<file path="config.mk">
export PLATFORM = sky130hd
export DESIGN_NAME = i2c_stat_flags
export DESIGN_NICKNAME = d
export VERILOG_FILES = /design/src/rtl/i2c_stat_pkg.sv /design/src/rtl/i2c_stat_arm.sv /design/src/rtl/i2c_stat_role.sv /design/src/rtl/i2c_stat_bank.sv /design/src/rtl/i2c_stat_flags.sv
export SDC_FILE = /design/constraint.sdc
export NUM_CORES = 1
export LEC_CHECK = 0
export ABC_AREA = 1
export CORE_UTILIZATION = 35
export DETAILED_ROUTE_END_ITERATION = 16
export GPL_ROUTABILITY_DRIVEN = 0
export HOLD_SLACK_MARGIN = 0.06
export PLACE_DENSITY = 0.82
export SYNTH_ARGS = -nofsm -noshare
export SYNTH_HDL_FRONTEND = slang
export SYNTH_SLANG_ARGS = --single-unit
export TNS_END_PERCENT = 20
</file>
<file path="constraint.sdc">
create_clock -name clk -period 1.92 [get_ports clk]
set_input_delay 0.384 -clock clk [delete_from_list [all_inputs] [get_ports clk]]
set_output_delay 0.384 -clock clk [all_outputs]
set_load 0.02 [all_outputs]
</file>
<file path="src/rtl/i2c_stat_pkg.sv">
package i2c_stat_pkg;
    localparam int STAT_W  = 8;
    localparam int SB_BIT  = 0;
    localparam int MSL_BIT = 1;
    localparam int ADM_BIT = 2;
    localparam int BTF_BIT = 3;
    localparam int GC_BIT  = 0;

    typedef enum logic {ARM_IDLE, ARM_READY} arm_state_e;
    typedef enum logic {ROLE_SLAVE, ROLE_MASTER} role_state_e;
    typedef enum logic [1:0] {BTF_CLEAR, BTF_RX, BTF_TX} btf_state_e;
endpackage

</file>
<file path="src/rtl/i2c_stat_arm.sv">
module i2c_stat_arm
    import i2c_stat_pkg::*;
(
    input  logic clk,
    input  logic rst_n,
    input  logic en,
    input  logic rd_stat,
    input  logic data_acc,
    output logic armed
);
    arm_state_e state_q, state_d;

    always_ff @(posedge clk or negedge rst_n) begin
        if (!rst_n) state_q <= ARM_IDLE;
        else        state_q <= state_d;
    end

    always_comb begin
        state_d = state_q;
        unique case (state_q)
            ARM_IDLE:  if (rd_stat) state_d = ARM_READY;
            ARM_READY: if (data_acc && !rd_stat) state_d = ARM_IDLE;
        endcase
        if (!en) state_d = ARM_IDLE;
    end

    always_comb armed = (state_q == ARM_READY);
endmodule

</file>
<file path="src/rtl/i2c_stat_role.sv">
module i2c_stat_role
    import i2c_stat_pkg::*;
(
    input  logic clk,
    input  logic rst_n,
    input  logic en,
    input  logic wr_start,
    input  logic ev_stop,
    input  logic ev_arb_lost,
    output logic master
);
    role_state_e state_q, state_d;

    always_ff @(posedge clk or negedge rst_n) begin
        if (!rst_n) state_q <= ROLE_SLAVE;
        else        state_q <= state_d;
    end

    always_comb begin
        state_d = state_q;
        unique case (state_q)
            ROLE_SLAVE:  if (wr_start) state_d = ROLE_MASTER;
            ROLE_MASTER: if ((ev_stop || ev_arb_lost) && !wr_start) state_d = ROLE_SLAVE;
        endcase
        if (!en) state_d = ROLE_SLAVE;
    end

    always_comb master = (state_q == ROLE_MASTER);
endmodule

</file>
<file path="src/rtl/i2c_stat_bank.sv">
module i2c_stat_bank
    import i2c_stat_pkg::*;
(
    input  logic clk,
    input  logic rst_n,
    input  logic en,
    input  logic ack_en,
    input  logic ev_start_gen,
    input  logic ev_addr_match,
    input  logic ev_gcall_match,
    input  logic ev_byte_tx_done,
    input  logic ev_ack_clk_done,
    input  logic rd_stat,
    input  logic rd_data,
    input  logic wr_data,
    input  logic armed,
    output logic sb,
    output logic adm,
    output logic gcal,
    output logic btf
);
    btf_state_e btf_q, btf_d;
    logic sb_q, sb_d, adm_q, adm_d, gc_q, gc_d;
    logic armed_rd, armed_wr, rx_set, tx_set;

    always_comb begin
        armed_rd = armed && rd_data;
        armed_wr = armed && wr_data;
        rx_set   = ev_ack_clk_done && ack_en;
        tx_set   = ev_byte_tx_done;
    end

    always_ff @(posedge clk or negedge rst_n) begin
        if (!rst_n) begin
            btf_q <= BTF_CLEAR;
            sb_q  <= 1'b0;
            adm_q <= 1'b0;
            gc_q  <= 1'b0;
        end else begin
            btf_q <= btf_d;
            sb_q  <= sb_d;
            adm_q <= adm_d;
            gc_q  <= gc_d;
        end
    end

    always_comb begin
        sb_d = sb_q;
        if (ev_start_gen)  sb_d = 1'b1;
        else if (armed_wr) sb_d = 1'b0;

        adm_d = adm_q;
        if (ev_addr_match || ev_gcall_match) adm_d = 1'b1;
        else if (rd_stat)                    adm_d = 1'b0;

        gc_d = gc_q;
        if (ev_gcall_match) gc_d = 1'b1;
        else if (rd_stat)   gc_d = 1'b0;

        btf_d = btf_q;
        if (rx_set)      btf_d = BTF_RX;
        else if (tx_set) btf_d = BTF_TX;
        else begin
            unique case (btf_q)
                BTF_CLEAR: btf_d = BTF_CLEAR;
                BTF_RX:    if (armed_rd) btf_d = BTF_CLEAR;
                BTF_TX:    if (armed_wr) btf_d = BTF_CLEAR;
                default:   btf_d = BTF_CLEAR;
            endcase
        end

        if (!en) begin
            sb_d  = 1'b0;
            adm_d = 1'b0;
            gc_d  = 1'b0;
            btf_d = BTF_CLEAR;
        end
    end

    always_comb begin
        sb   = sb_q;
        adm  = adm_q;
        gcal = gc_q;
        btf  = (btf_q != BTF_CLEAR);
    end
endmodule

</file>
<file path="src/rtl/i2c_stat_flags.sv">
module i2c_stat_flags
    import i2c_stat_pkg::*;
(
    input  logic              clk,
    input  logic              rst_n,
    input  logic              en,
    input  logic              ie,
    input  logic              ack_en,
    input  logic              ev_start_gen,
    input  logic              ev_addr_match,
    input  logic              ev_gcall_match,
    input  logic              ev_byte_tx_done,
    input  logic              ev_ack_clk_done,
    input  logic              ev_stop,
    input  logic              ev_arb_lost,
    input  logic              wr_start,
    input  logic              rd_stat,
    input  logic              rd_data,
    input  logic              wr_data,
    output logic [STAT_W-1:0] stat1,
    output logic [STAT_W-1:0] stat2,
    output logic              irq,
    output logic              scl_hold
);
    logic armed, master, sb, adm, gcal, btf;

    i2c_stat_arm u_arm (
        .clk      (clk),
        .rst_n    (rst_n),
        .en       (en),
        .rd_stat  (rd_stat),
        .data_acc (rd_data || wr_data),
        .armed    (armed)
    );

    i2c_stat_role u_role (
        .clk         (clk),
        .rst_n       (rst_n),
        .en          (en),
        .wr_start    (wr_start),
        .ev_stop     (ev_stop),
        .ev_arb_lost (ev_arb_lost),
        .master      (master)
    );

    i2c_stat_bank u_bank (
        .clk             (clk),
        .rst_n           (rst_n),
        .en              (en),
        .ack_en          (ack_en),
        .ev_start_gen    (ev_start_gen),
        .ev_addr_match   (ev_addr_match),
        .ev_gcall_match  (ev_gcall_match),
        .ev_byte_tx_done (ev_byte_tx_done),
        .ev_ack_clk_done (ev_ack_clk_done),
        .rd_stat         (rd_stat),
        .rd_data         (rd_data),
        .wr_data         (wr_data),
        .armed           (armed),
        .sb              (sb),
        .adm             (adm),
        .gcal            (gcal),
        .btf             (btf)
    );

    always_comb begin
        stat1          = '0;
        stat1[SB_BIT]  = sb;
        stat1[MSL_BIT] = master;
        stat1[ADM_BIT] = adm;
        stat1[BTF_BIT] = btf;
        stat2          = '0;
        stat2[GC_BIT]  = gcal;
        irq            = ie && (sb || adm || btf);
        scl_hold       = adm || btf;
    end
endmodule

</file>
; ---- Word-level counts from Yosys, hierarchy flattened
; Index checks and enable logic that the tools add are counted.
[word_totals]
out_inout_bits = 18
ff_bits = 7
elab_cells = 53
inputBits = 16
[op_classes]
mux = 22
eq_ne = 7
bitwise = 2
reduce_logical = 16
[ops]
columns = op, count
row1 = $mux 1, 14
row2 = $mux 2, 5
row3 = $ne 5x3->1 const B, 2
row4 = $ne 3x1->1 const B, 3
row5 = $logic_and 1x1->1, 6
row6 = $logic_or 1x1->1, 6
row7 = $pmux 1 s2, 2
row8 = $pmux 2 s2, 1
row9 = $eq 2x1->1 const B, 1
row10 = $eq 2x2->1 const B, 1
row11 = $logic_not 1->1, 2
row12 = $not 1->1, 2
row13 = $reduce_and 2->1, 1
row14 = $reduce_bool 2->1, 1

; ---- Depth between registers and ports, before layout
; Gate-level depths: netlist of the first run.
[logic_depth]
ltp_word = 6
depth_mapped = 5
mapped_depth_nobuf = 5

; ---- By module
; A second synthesis of the first run with hierarchy kept.
[hier_totals]
hier_cells = 72
area_unflattened_um2 = 508.0
[by_module_without_submodules]
columns = module, seq_area_each_um2, instances, cells_each, area_per_inst_um2
row1 = i2c_stat_bank, 125.1, 1, 36, 247.7
row2 = i2c_stat_flags, 0.0, 1, 23, 152.6
row3 = i2c_stat_role, 25.0, 1, 7, 58.8
row4 = i2c_stat_arm, 25.0, 1, 6, 48.8

; ---- Least setup slack after synthesis of the first run
; No wires, ideal clock.
[synth_path]
kind = register to output
from = register u_bank.btf_q[1]
to = output irq
t_required_ps = 1536
path_buffers = 0
stages_incl_launch_ff = 4
arrival_time_ps = 872
slack_ps = 664
path_cell_list = dfrtp_1 nor2_2 nand2_2 o21a_1
[synth_via]
elab_chain_cells = 3
[synth_rtl]
columns = item, line_no
row1 = "start, declared", i2c_stat_bank.sv:22  ; btf_state_e btf_q, btf_d;
row2 = "start signal, assigned", i2c_stat_bank.sv:40  ; btf_q <= btf_d;
row3 = $reduce_bool 2->1, i2c_stat_bank.sv:84  ; btf = (btf_q != BTF_CLEAR);
row4 = $logic_or 1x1->1, i2c_stat_flags.sv:74  ; irq = ie && (sb || adm || btf);
row5 = $logic_and 1x1->1, i2c_stat_flags.sv:74
row6 = "end, declared", i2c_stat_flags.sv:22  ; output logic irq,
; Every way passes these cells.

; ---- Worst setup path after layout of the first run
[layout_path]
from = register u_bank.btf_q[1]
to = output scl_hold
[layout_via]
elab_chain_cells = 2
[layout_rtl]
columns = item, line_no
row1 = $reduce_bool 2->1, i2c_stat_bank.sv:84
row2 = $logic_or 1x1->1, i2c_stat_flags.sv:75  ; scl_hold = adm || btf;
row3 = "end, declared", i2c_stat_flags.sv:23  ; output logic scl_hold
; Every way passes these cells.

==> results.py, run 1 <==
metrics = {
    "run_status": {
        "run_status": "complete, no violations",
    },
    "sta": {
        "clock.fmax_mhz": 569,
        "timing.final.max_slew_violations": 0,
        "worst_clock_skew_ns": 0.00666,
        "post-route-worst-setup-slack_ns": 0.162,
        "report.final.hold_viol_count": 0,
        "setup_tns_ns": 0,
        "final_min_period_over_clock_period_pct": 91.6,
        "setup-violations-final": 0,
        "min_period_ns": 1.76,
        "rsz0062_at_grt": "false",
    },
    "pwr": {
        "cellLeakagePower_nw": 0.324,
        "clock_power_share_pct": 32.6,
        "power.combinational.fraction_pct": 28.3,
        "internal_power_w": 0.000292,
        "power.share.switching_pct": 30.4,
        "worst_ir_drop_vdd_v": 0.000389,
        "switchingPower_w": 0.000128,
        "seqPwrFrac_pct": 39.1,
        "pwr_density_cell_nw_per_um2": 653,
    },
    "grt": {
        "use_met2_pct": 29.7,
        "grt_use_met1_pct": 14.7,
        "number_of_global_route_vias_before_repair": 393,
        "top_usage_layer": "met2",
        "antenna_violations_before_repair": 0,
        "grt.overflow.total": 0,
        "globalRouteMet3Util_pct": 4.07,
        "track_usage_pct": 16.3,
        "grt_start_max_net_pins": 8,
        "grt_pass1_wl_um": 1550,
    },
    "clocking": {
        "clk_root_buffer_cell": "sky130_fd_sc_hd__clkbuf_4",
        "clk-insertion-delay-late_ns": 0.26,
        "clkTransAtPathRegs_ns": 0.06,
        "cts_buffers": 3,
        "post-cts-setup-buffers": 0,
        "post_cts.resized_instances": 1,
        "hold_buffers": 0,
        "clock-sinks": 7,
        "cts_h_tree_depth": 1,
        "cts_max_path_buffers": 2,
        "cts_tree": "built",
    },
    "finish": {
        "antenna-diode-count": 0,
        "count_of_non_filler_cells_in_the_finished_layout": 95,
        "syn2layout_area_growth_pct": 38.9,
        "fraction_of_final_layout_cells_with_drive_strength_greater_than_1_pct": 8.64,
        "num-nets-final": 98,
    },
    "detailed_routing": {
        "finalWirelength_um": 954,
        "viasPerCell": 4.17,
        "drt_iter0_markers": 7,
        "detailedRoute.firstPassIterationCount": 4,
        "vias": 396,
        "drt.antenna.violating_nets": 0,
        "routed_wire_length_per_instance_um": 10.0,
        "post-route-drc-count": 0,
    },
    "logic_synthesis": {
        "synth_edf_count": 0,
        "synth.yosys.warnings": 0,
        "synthFlopType": "sky130_fd_sc_hd__dfrtp_1",
        "synth.top_cells.by_area": "sky130_fd_sc_hd__dfrtp_1 (38%), sky130_fd_sc_hd__buf_4 (26%), sky130_fd_sc_hd__nand2_1 (7.3%), sky130_fd_sc_hd__inv_1 (5.7%), sky130_fd_sc_hd__nor2_1 (5.7%)",
        "synth_most_common_cell": "sky130_fd_sc_hd__buf_4",
        "synth_async_sr_flop_share_pct": 100,
        "post_synth_inst_count": 61,
        "ys_seq_elements": 7,
        "post-synth-top-area-cell": "sky130_fd_sc_hd__dfrtp_1",
        "synth_top_cells_by_count": "sky130_fd_sc_hd__buf_4 (16), sky130_fd_sc_hd__nand2_1 (9), sky130_fd_sc_hd__dfrtp_1 (7), sky130_fd_sc_hd__inv_1 (7), sky130_fd_sc_hd__nor2_1 (7)",
        "seq_area_frac_synth_pct": 37.8,
        "synth_area_sq_um": 463,
        "synth_top_area_share_pct": 37.8,
        "syn_area_per_cell_sq_um": 7.59,
        "synthDistinctLibCells": 13,
    },
    "floorplanning": {
        "floorplan.die_area_sq_um": 1470,
        "die_h_um": 38.4,
        "initial_core_util_pct": 39.5,
        "pin_count": 34,
        "dieWidth_um": 38.4,
        "core_area_sq_um": 1170,
        "rows": 12,
    },
    "placed_design": {
        "post-place-cells": 91,
        "place.detailed.hpwl_um": 768,
        "port_buffers": 22,
        "place_ws_ns": 0.000218,
    },
    "worst_setup_path": {
        "setup.worst_path.class": "reg -> out",
        "path_max_fanout": 3,
        "endpoint_kind": "output port",
        "worstPathRequired_ns": 1.54,
        "arrival_ns": 1.37,
        "cp-start-kind": "register",
    },
    "flow_run": {
        "maxCapViolCount": 0,
    },
    "hold_path": {
        "hold_class": "in -> async",
    },
}
==> logic make-up after synthesis <==
logic type,Yosys count,share of synthesized area [%]
buf+inv,24,32.4
simple gates,23,21.9
flops,7,37.8
compound gates,6,7.03
other cells,1,0.810
==> state kept, by name, summed over array words and instances, names as in the netlist <==
signal         count
u_bank.btf_q       2
u_arm.armed        1
u_bank.adm         1
u_bank.gcal        1
u_bank.sb          1
u_role.master      1
==> power groups by stage <==
| stage | Sequential [W] | Combinational, W | Clock, W |
|---|---|---|---|
| floorplan | 0.000165 | 0.0000867 | 0 |
| global placement | 0.000165 | 0.000118 | 0 |
| detailed placement | 0.000167 | 0.000120 | 0 |
| CTS | 0.000164 | 0.000119 | 0.000139 |
| global route | 0.000165 | 0.000131 | 0.000150 |
| finish | 0.000164 | 0.000119 | 0.000137 |
==> path summary, 6_finish.rpt <==
kind,from,end,slack [ns],cells after the start
worst max register to register,u_arm.armed$_DFF_PN0_,u_bank.sb$_DFFE_PN0P_,1.11,3
worst max-delay path,u_bank.btf_q[1]$_DFFE_PN0P_,scl_hold,0.16,3
min in group clk,u_role.master$_DFF_PN0_,u_role.master$_DFF_PN0_,0.51,2
worst min register to register,u_role.master$_DFF_PN0_,u_role.master$_DFF_PN0_,0.51,2
max in group asynchronous,rst_n,u_bank.gcal$_DFFE_PN0P_,1.29,1
worst min-delay path,rst_n,u_role.master$_DFF_PN0_,0.38,1
==> worst max-delay path, stage by stage, from the launching register on <==
cell and delay [ns]:
sky130_fd_sc_hd__dfrtp_1 0.39, sky130_fd_sc_hd__nor2_2 0.14, sky130_fd_sc_hd__nand2_2 0.06, sky130_fd_sc_hd__clkdlybuf4s50_1 0.53
==> metrics by stage <==
step	total power [W]	hold WS, ns	utilization [%]	cell area, sq um
after floorplan	0.000251	0.0884	-	500
after global placement	0.000283	0.497	52.8	618
after detailed placement	0.000287	0.504	52.8	618
after CTS	0.000423	0.394	54.9	643
after global routing	0.000446	0.413	54.9	643
final	0.000420	0.383	54.9	643
==> layer usage <==
layer | wire length [um] | vias to the layer above
met5 | 0 | -
met4 | 20 | 0
met3 | 64 | 4
met2 | 494 | 22
met1 | 376 | 173
li1 | - | 197
==> placed cells by master (no fill, tap or decap) <==
master	count
sky130_fd_sc_hd__dfrtp_1	7
sky130_fd_sc_hd__clkbuf_4	3
sky130_fd_sc_hd__clkbuf_1	1
sky130_fd_sc_hd__nor2_2	2
sky130_fd_sc_hd__nand2_1	9
sky130_fd_sc_hd__nor2_1	7
sky130_fd_sc_hd__nand2_2	1
sky130_fd_sc_hd__dlygate4sd2_1	1
sky130_fd_sc_hd__inv_1	7
sky130_fd_sc_hd__inv_2	1
sky130_fd_sc_hd__nand3b_1	1
sky130_fd_sc_hd__a21oi_1	5
sky130_fd_sc_hd__clkdlybuf4s50_1	21
sky130_fd_sc_hd__nand3_1	3
sky130_fd_sc_hd__o21a_1	1
sky130_fd_sc_hd__conb_1	11
==> final cells by class <==
type	instances	area, sq um
sequential	7	175
clock buffer	4	26.3
fill	117	528
timing repair buffer	22	219
multi-input combinational	40	175
inverter	8	30.0
tap	14	17.5
No activity file was read; power rests on OpenSTA's default activity.
==> run 2: changes to the inputs <==
- SETUP_SLACK_MARGIN: unset -> 0.05
==> results of run 2 <==
Same layout as run 1: the final DEF is identical, and so are final timing and power.
